--- src/rtl/rtc_pkg.sv ---
package rtc_pkg;
  typedef enum logic [1:0] {ST_IDLE, ST_LEAD, ST_HOLD} seq_st_e;

  localparam int unsigned NUM_TREG = 10;
  localparam int unsigned IX_SEC   = 0;
  localparam int unsigned IX_SECA  = 1;
  localparam int unsigned IX_MIN   = 2;
  localparam int unsigned IX_MINA  = 3;
  localparam int unsigned IX_HR    = 4;
  localparam int unsigned IX_HRA   = 5;
  localparam int unsigned IX_DOW   = 6;
  localparam int unsigned IX_DOM   = 7;
  localparam int unsigned IX_MON   = 8;
  localparam int unsigned IX_YR    = 9;
  localparam int unsigned IX_STAT  = 10;
  localparam int unsigned IX_CTRL  = 11;

  typedef struct packed {
    logic [7:0] sec;
    logic [7:0] min;
    logic [7:0] hr;
    logic [7:0] dow;
    logic [7:0] dom;
    logic [7:0] mon;
    logic [7:0] yr;
  } tod_t;

  function automatic logic [7:0] from_fmt(input logic [7:0] v, input logic bin);
    logic [7:0] t;
    t = ({4'd0, v[7:4]} * 8'd10) + {4'd0, v[3:0]};
    return bin ? v : t;
  endfunction

  function automatic logic [7:0] to_fmt(input logic [7:0] v, input logic bin);
    logic [7:0] q, r;
    q = v / 8'd10;
    r = v - (q * 8'd10);
    return bin ? v : {q[3:0], r[3:0]};
  endfunction

  function automatic logic [7:0] month_len(input logic [7:0] m, input logic [7:0] y);
    logic [7:0] n;
    case (m)
      8'd2:                      n = (y[1:0] == 2'b00) ? 8'd29 : 8'd28;
      8'd4, 8'd6, 8'd9, 8'd11:   n = 8'd30;
      default:                   n = 8'd31;
    endcase
    return n;
  endfunction
endpackage

--- src/rtl/rtc_seq.sv ---
module rtc_seq #(
  parameter int unsigned LEAD_CYC = 4,
  parameter int unsigned UPD_CYC  = 8
) (
  input  logic clk_i,
  input  logic rst_ni,
  input  logic tick_i,
  input  logic hold_i,
  output logic uip_o,
  output logic adv_o,
  output logic done_o
);
  import rtc_pkg::*;

  localparam int unsigned MAXC  = (LEAD_CYC > UPD_CYC) ? LEAD_CYC : UPD_CYC;
  localparam int unsigned CNT_W = $clog2(MAXC + 1);

  seq_st_e          st_q, st_d;
  logic [CNT_W-1:0] cnt_q, cnt_d;
  logic             lead_end, hold_end;

  assign lead_end = (st_q == ST_LEAD) && (cnt_q == CNT_W'(LEAD_CYC - 1));
  assign hold_end = (st_q == ST_HOLD) && (cnt_q == CNT_W'(UPD_CYC - 1));

  always_comb begin
    st_d  = st_q;
    cnt_d = cnt_q + CNT_W'(1);
    unique case (st_q)
      ST_IDLE: begin
        cnt_d = '0;
        if (tick_i) st_d = ST_LEAD;
      end
      ST_LEAD: if (lead_end) begin st_d = ST_HOLD; cnt_d = '0; end
      ST_HOLD: if (hold_end) begin st_d = ST_IDLE; cnt_d = '0; end
      default: begin st_d = ST_IDLE; cnt_d = '0; end
    endcase
    // freeze wins over every state
    if (hold_i) begin
      st_d  = ST_IDLE;
      cnt_d = '0;
    end
  end

  always_ff @(posedge clk_i or negedge rst_ni) begin
    if (!rst_ni) begin
      st_q  <= ST_IDLE;
      cnt_q <= '0;
    end else begin
      st_q  <= st_d;
      cnt_q <= cnt_d;
    end
  end

  assign uip_o  = (st_q != ST_IDLE);
  assign adv_o  = lead_end && !hold_i;
  assign done_o = hold_end && !hold_i;
endmodule

--- src/rtl/rtc_advance.sv ---
module rtc_advance #(
  parameter int unsigned YEAR_WRAP = 100
) (
  input  rtc_pkg::tod_t cur_i,
  input  logic          bin_i,
  input  logic          h24_i,
  output rtc_pkg::tod_t nxt_o
);
  import rtc_pkg::*;

  logic [7:0] s, m, h, dw, d, mo, y, dim;
  logic [7:0] ns, nm, nh, ndw, nd, nmo, ny, hb;
  logic       pm, npm, c_min, c_hr, c_day, c_mon, c_yr;

  always_comb begin
    s   = from_fmt(cur_i.sec, bin_i);
    m   = from_fmt(cur_i.min, bin_i);
    h   = h24_i ? from_fmt(cur_i.hr, bin_i) : from_fmt({1'b0, cur_i.hr[6:0]}, bin_i);
    pm  = ~h24_i & cur_i.hr[7];
    dw  = from_fmt(cur_i.dow, bin_i);
    d   = from_fmt(cur_i.dom, bin_i);
    mo  = from_fmt(cur_i.mon, bin_i);
    y   = from_fmt(cur_i.yr, bin_i);
    dim = month_len(mo, y);

    c_min = 1'b0; c_hr = 1'b0; c_day = 1'b0; c_mon = 1'b0; c_yr = 1'b0;
    npm = pm;
    nm = m; nh = h; ndw = dw; nd = d; nmo = mo; ny = y;

    if (s >= 8'd59) begin ns = 8'd0; c_min = 1'b1; end
    else ns = s + 8'd1;

    if (c_min) begin
      if (m >= 8'd59) begin nm = 8'd0; c_hr = 1'b1; end
      else nm = m + 8'd1;
    end

    if (c_hr) begin
      if (h24_i) begin
        if (h >= 8'd23) begin nh = 8'd0; c_day = 1'b1; end
        else nh = h + 8'd1;
      end else if (h == 8'd11) begin
        nh    = 8'd12;
        npm   = ~pm;
        c_day = pm;
      end else if (h >= 8'd12) begin
        nh = 8'd1;
      end else begin
        nh = h + 8'd1;
      end
    end

    if (c_day) begin
      ndw = (dw >= 8'd7) ? 8'd1 : dw + 8'd1;
      if (d >= dim) begin nd = 8'd1; c_mon = 1'b1; end
      else nd = d + 8'd1;
    end

    if (c_mon) begin
      if (mo >= 8'd12) begin nmo = 8'd1; c_yr = 1'b1; end
      else nmo = mo + 8'd1;
    end

    if (c_yr) ny = (y >= 8'(YEAR_WRAP - 1)) ? 8'd0 : y + 8'd1;

    hb        = to_fmt(nh, bin_i);
    nxt_o.sec = to_fmt(ns, bin_i);
    nxt_o.min = to_fmt(nm, bin_i);
    nxt_o.hr  = h24_i ? hb : {npm, hb[6:0]};
    nxt_o.dow = to_fmt(ndw, bin_i);
    nxt_o.dom = to_fmt(nd, bin_i);
    nxt_o.mon = to_fmt(nmo, bin_i);
    nxt_o.yr  = to_fmt(ny, bin_i);
  end
endmodule

--- src/rtl/rtc_alarm_cmp.sv ---
module rtc_alarm_cmp #(
  parameter int unsigned NFIELD = 3,
  parameter int unsigned FW     = 8
) (
  input  logic [NFIELD-1:0][FW-1:0] cur_i,
  input  logic [NFIELD-1:0][FW-1:0] alm_i,
  output logic                      hit_o
);
  logic [NFIELD-1:0] fhit;

  for (genvar g = 0; g < NFIELD; g++) begin : g_field
    assign fhit[g] = (&alm_i[g][FW-1:FW-2]) || (alm_i[g] == cur_i[g]);
  end

  assign hit_o = &fhit;
endmodule

--- src/rtl/rtc_core.sv ---
module rtc_core #(
  parameter int unsigned LEAD_CYC  = 4,
  parameter int unsigned UPD_CYC   = 8,
  parameter int unsigned YEAR_WRAP = 100,
  parameter int unsigned IDX_W     = 4,
  parameter int unsigned DW        = 8
) (
  input  logic          clk_i,
  input  logic          rst_ni,
  input  logic          tick_i,
  input  logic          idx_we_i,
  input  logic          dat_we_i,
  input  logic [DW-1:0] wdata_i,
  output logic [DW-1:0] rdata_o,
  output logic          uip_o,
  output logic          upd_done_o,
  output logic          alarm_o
);
  import rtc_pkg::*;

  logic [IDX_W-1:0] idx_q;
  logic [DW-1:0]    treg [NUM_TREG];
  logic             set_q, bin_q, h24_q;
  logic             adv, done, hit, sec_wr;
  tod_t             cur, nxt;

  assign cur.sec = treg[IX_SEC];
  assign cur.min = treg[IX_MIN];
  assign cur.hr  = treg[IX_HR];
  assign cur.dow = treg[IX_DOW];
  assign cur.dom = treg[IX_DOM];
  assign cur.mon = treg[IX_MON];
  assign cur.yr  = treg[IX_YR];

  assign sec_wr = dat_we_i && (idx_q == IDX_W'(IX_SEC));

  rtc_seq #(.LEAD_CYC(LEAD_CYC), .UPD_CYC(UPD_CYC)) u_seq (
    .clk_i  (clk_i),
    .rst_ni (rst_ni),
    .tick_i (tick_i),
    .hold_i (set_q),
    .uip_o  (uip_o),
    .adv_o  (adv),
    .done_o (done)
  );

  rtc_advance #(.YEAR_WRAP(YEAR_WRAP)) u_adv (
    .cur_i (cur),
    .bin_i (bin_q),
    .h24_i (h24_q),
    .nxt_o (nxt)
  );

  rtc_alarm_cmp #(.NFIELD(3), .FW(DW)) u_alm (
    .cur_i ({treg[IX_HR], treg[IX_MIN], treg[IX_SEC]}),
    .alm_i ({treg[IX_HRA], treg[IX_MINA], treg[IX_SECA]}),
    .hit_o (hit)
  );

  always_ff @(posedge clk_i or negedge rst_ni) begin
    if (!rst_ni) begin
      idx_q <= '0;
      for (int i = 0; i < NUM_TREG; i++) treg[i] <= '0;
      treg[IX_DOW] <= DW'(1);
      treg[IX_DOM] <= DW'(1);
      treg[IX_MON] <= DW'(1);
      set_q <= 1'b0;
      bin_q <= 1'b0;
      h24_q <= 1'b1;
    end else begin
      if (idx_we_i) idx_q <= wdata_i[IDX_W-1:0];
      if (dat_we_i) begin
        for (int i = 0; i < NUM_TREG; i++)
          if (idx_q == IDX_W'(i)) treg[i] <= wdata_i;
        if (idx_q == IDX_W'(IX_CTRL)) begin
          set_q <= wdata_i[7];
          bin_q <= wdata_i[2];
          h24_q <= wdata_i[1];
        end
      end
      // step overrides a same-cycle host write
      if (adv) begin
        treg[IX_SEC] <= nxt.sec;
        treg[IX_MIN] <= nxt.min;
        treg[IX_HR]  <= nxt.hr;
        treg[IX_DOW] <= nxt.dow;
        treg[IX_DOM] <= nxt.dom;
        treg[IX_MON] <= nxt.mon;
        treg[IX_YR]  <= nxt.yr;
      end
    end
  end

  always_comb begin
    rdata_o = '0;
    for (int i = 0; i < NUM_TREG; i++)
      if (idx_q == IDX_W'(i)) rdata_o = treg[i];
    if (idx_q == IDX_W'(IX_STAT)) rdata_o = {uip_o, {(DW-1){1'b0}}};
    if (idx_q == IDX_W'(IX_CTRL)) rdata_o = {set_q, 4'b0000, bin_q, h24_q, 1'b0};
  end

  assign upd_done_o = done;
  assign alarm_o    = done && hit;
endmodule

--- config.mk ---
export PLATFORM = sky130hd
export DESIGN_NAME = rtc_core
export DESIGN_NICKNAME = d
export VERILOG_FILES = /design/src/rtl/rtc_pkg.sv /design/src/rtl/rtc_seq.sv /design/src/rtl/rtc_advance.sv /design/src/rtl/rtc_alarm_cmp.sv /design/src/rtl/rtc_core.sv
export SDC_FILE = /design/constraint.sdc
export NUM_CORES = 1
export LEC_CHECK = 0
export BUFFER_PORTS_ARGS = -buffer_cell sky130_fd_sc_hd__buf_2
export CORE_UTILIZATION = 31
export CTS_BUF_LIST = sky130_fd_sc_hd__clkbuf_4 sky130_fd_sc_hd__clkbuf_8 sky130_fd_sc_hd__clkbuf_16
export CTS_CLUSTER_DIAMETER = 60
export CTS_CLUSTER_SIZE = 40
export DETAILED_ROUTE_END_ITERATION = 8
export MAX_ROUTING_LAYER = met4
export PLACE_DENSITY = 0.48
export SLEW_MARGIN = 10
export SYNTH_ARGS = -nofsm -noshare
export SYNTH_HDL_FRONTEND = slang
export SYNTH_HIERARCHICAL = 1
export SYNTH_SLANG_ARGS = --single-unit
export TNS_END_PERCENT = 50
--- constraint.sdc ---
create_clock -name clk_i -period 17.3 [get_ports clk_i]
set_input_delay 0.865 -clock clk_i [delete_from_list [all_inputs] [get_ports clk_i]]
set_output_delay 0.865 -clock clk_i [all_outputs]
set_load 0.03 [all_outputs]
==> out/summary.txt <==
clk sinks -> 93
Post-Synth Simple-Gate Area -> 22.2%
adder-cell share of the synthesized area -> 11.5%
worst hold path type -> input port to asynchronous set/reset pin
TritonCTS clock tree -> done
Compound-Gate Fraction of Synth Area -> 26.0%
setup_tns -> 0 ns
outcome -> finished with violations
CP arrival -> 9.25 ns
Post-Syn Instances -> 1608
Tmin final -> 9.05 ns
CP peak stage delay -> 0.77 ns
GPL Wtd Cong -> 0.903
first-iteration detailed-routing DRC count -> 1167
most frequent CP cell -> a21oi_1
Synth Cell Area -> 0.0130 mm²
#FFs+latches synth -> 93
Starting Density -> 31.7%
Fin. Hold Viols -> 0
port bufs -> 23
vias in the first global route -> 11500
largest net degree at the start of global routing -> 113
clk slew on worst S/H paths -> 0.07 ns
final setup vio count -> 0
Post-CTS Setup Inserts -> 0
predominant post-synthesis flop cell -> dfrtp_1
EDFF count, synth -> 0
WL/cell -> 19.1 µm
Bufs on Longest Clock Path -> 2
Post-Route WL -> 40300 µm
die width -> 207 µm
Final ANT Viol Nets -> 0
failing checks -> DRC
diode count -> 0
Vert. Die Dim -> 207 µm
initial antenna violation count -> 0
RSZ-0062 raised after global routing -> false
Tcrit/Tclk final -> 52.3%
drc violations -> 4
async set or reset register ratio after synthesis -> 100%
clk_skew -> 0.0107 ns
Vias per Instance -> 5.79
max_cap viols -> 0
vias -> 12200
Max Freq -> 111 MHz
Worst-Margin Slew -> 1.15 ns
dpl hpwl -> 30200 µm
root buffer cell -> clkbuf_16
hold buffers post-CTS -> 0
xor/xnor cell area share of the yosys netlist -> 5.23%
GRT Residual Overflow -> 0
Crit. End Element -> register
clk_lat worst skew -> 0.36 ns
largest fanout on the critical path -> 63
layout net count -> 1689
total iterations of the first detailed-routing run -> 8
Crit Path Class -> register to register
synth warn -> 6
synth unique cells -> 120
Slew Limit Headroom -> 22.2%
synth-to-layout area growth -> 5.83%
Total Routing Usage GR -> 19.1%
Num CTS Buffers -> 9
post-CTS resize count -> 0
Final Slew Violations -> 0
Seq/Total Area, Yosys -> 17.9%
startpoint types -> register
H-tree depth -> 3
Die Area -> 0.0429 mm²
largest family of logic cells by synthesized area -> compound AO/OA/AOI/OAI gates
Site Rows -> 74
slowest CP cell -> dfrtp_4
post-synthesis mux area share -> 12.5%
syn_nets -> 1727
Data required, critical path -> 17.50 ns
Avg Inst Size Synth -> 8.11 µm²
num ports -> 24
wire length of the first global-routing pass -> 64800 µm
share of cells above drive strength 1 -> 9.97%
core area -> 0.0411 mm²
## cells in the final DEF, fill, tap and decap left out, types with 8 or more instances in the layout
cell	n
nand2_1	175
nor2_1	116
a21oi_1	95
o21ai_0	95
mux2i_1	92
dfrtp_1	88
ha_1	85
o21ai_1	46
nor3_1	41
inv_1	41
xor2_1	40
nand3_1	37
xnor2_1	36
mux2_2	28
buf_2	22
fa_1	21
nand2b_1	20
o21a_1	20
and3_1	18
nor4_1	18
a31oi_1	18
a21o_1	17
a211oi_1	17
nor2b_1	16
mux2_1	16
o211ai_1	15
buf_4	15
or3_1	15
and2_1	14
nand4_1	14
o22ai_1	13
nor3b_1	13
a32oi_1	10
or2_2	10
a211o_1	10
mux4_2	9
clkbuf_16	9
nor4b_1	9
o31ai_1	9
o221ai_1	8
## metal layers
layer  GRT usage [%]  part of all wire (%)
met5               -                     0
met4            3.94                   1.7
met3            1.71                   3.3
met2            30.7                    47
met1            25.9                    48
## worst paths after layout
kind	start	depth (start not counted)	slack [ns]	to
worst min-delay path	rst_ni	1	0.46	cur[53]
max in group asynchronous	rst_ni	2	15.67	treg[38]
worst min register to register	u_seq/cnt_q[0]	1	0.47	u_seq/cnt_q[0]
min in group clk_i	u_seq/cnt_q[0]	1	0.47	u_seq/cnt_q[0]
worst max-delay path	bin_q	33	8.25	cur[11]
worst max register to register	bin_q	33	8.25	cur[11]
## sequential cells by signal, summed over array words and instances, names as in the netlist
name         count
bin_q            1
cur             56
h24_q            1
idx_q            4
set_q            1
treg            24
u_seq/cnt_q      4
u_seq/st_q       2
## final cells by class
class	instances	area, µm²
repair buffers	37	223
clock inverters	6	45.0
multi-input cells	1383	10100
inverters	46	173
well taps	532	666
clock buffers	10	239
fillers	4321	27300
flip-flops and latches	93	2340
## synth_stat cells (all sizes together), types with 20 or more instances
cell type / n / area share (%)
a21oi: 97 / 3.8
a31oi: 21 / 1.3
buf: 48 / 2.1
clkbuf: 38 / 1.1
dfrtp: 89 / 17
fa: 21 / 3.2
ha: 85 / 8.2
inv: 46 / 1.3
mux2: 45 / 3.9
mux2i: 92 / 7.1
nand2: 176 / 5.1
nand2b: 20 / 0.96
nand3: 38 / 1.5
nor2: 119 / 3.6
nor3: 44 / 1.9
o21a: 20 / 1.2
o21ai: 141 / 5.4
xnor2: 37 / 2.5
xor2: 40 / 2.7
## per-stage QoR
step           setup slack [ns]  util [%]  cell area [µm²]  std cells  hold WS, ns
2_1_floorplan              9.79         -            13000       1608        0.433
3_3_place_gp               8.48      32.9            13500       2091        0.461
3_5_place_dp               8.34      32.9            13500       2091        0.467
4_1_cts                    8.31      33.6            13800       2107        0.477
5_1_grt                    7.48      33.6            13800       2107        0.497
6_report                   8.25      33.6            13800       2107        0.461
## worst max-delay path: cells and delay by family (launching register included)
family | cells | cell delay, ns
AO/OA/AOI/OAI | 16 | 3.68
XOR/XNOR | 2 | 0.45
adder cells (fa/ha/maj) | 4 | 1.12
buffers and inverters | 1 | 0.64
flip-flops | 1 | 0.77
AND/OR/NAND/NOR | 10 | 2.20
## kinds of logic after synthesis
| family | count (synthesis) |
|---|---|
| AO/OA/AOI/OAI | 486 |
| multiplexers | 146 |
| adder cells (fa/ha/maj) | 108 |
| other | 1 |
| buffers and inverters | 132 |
| AND/OR/NAND/NOR | 565 |
| flip-flops | 93 |
| XOR/XNOR | 77 |
Power is left out: the tool's default activity adds up to more than one toggle a clock period on the data nets, which glitch-free logic cannot reach.
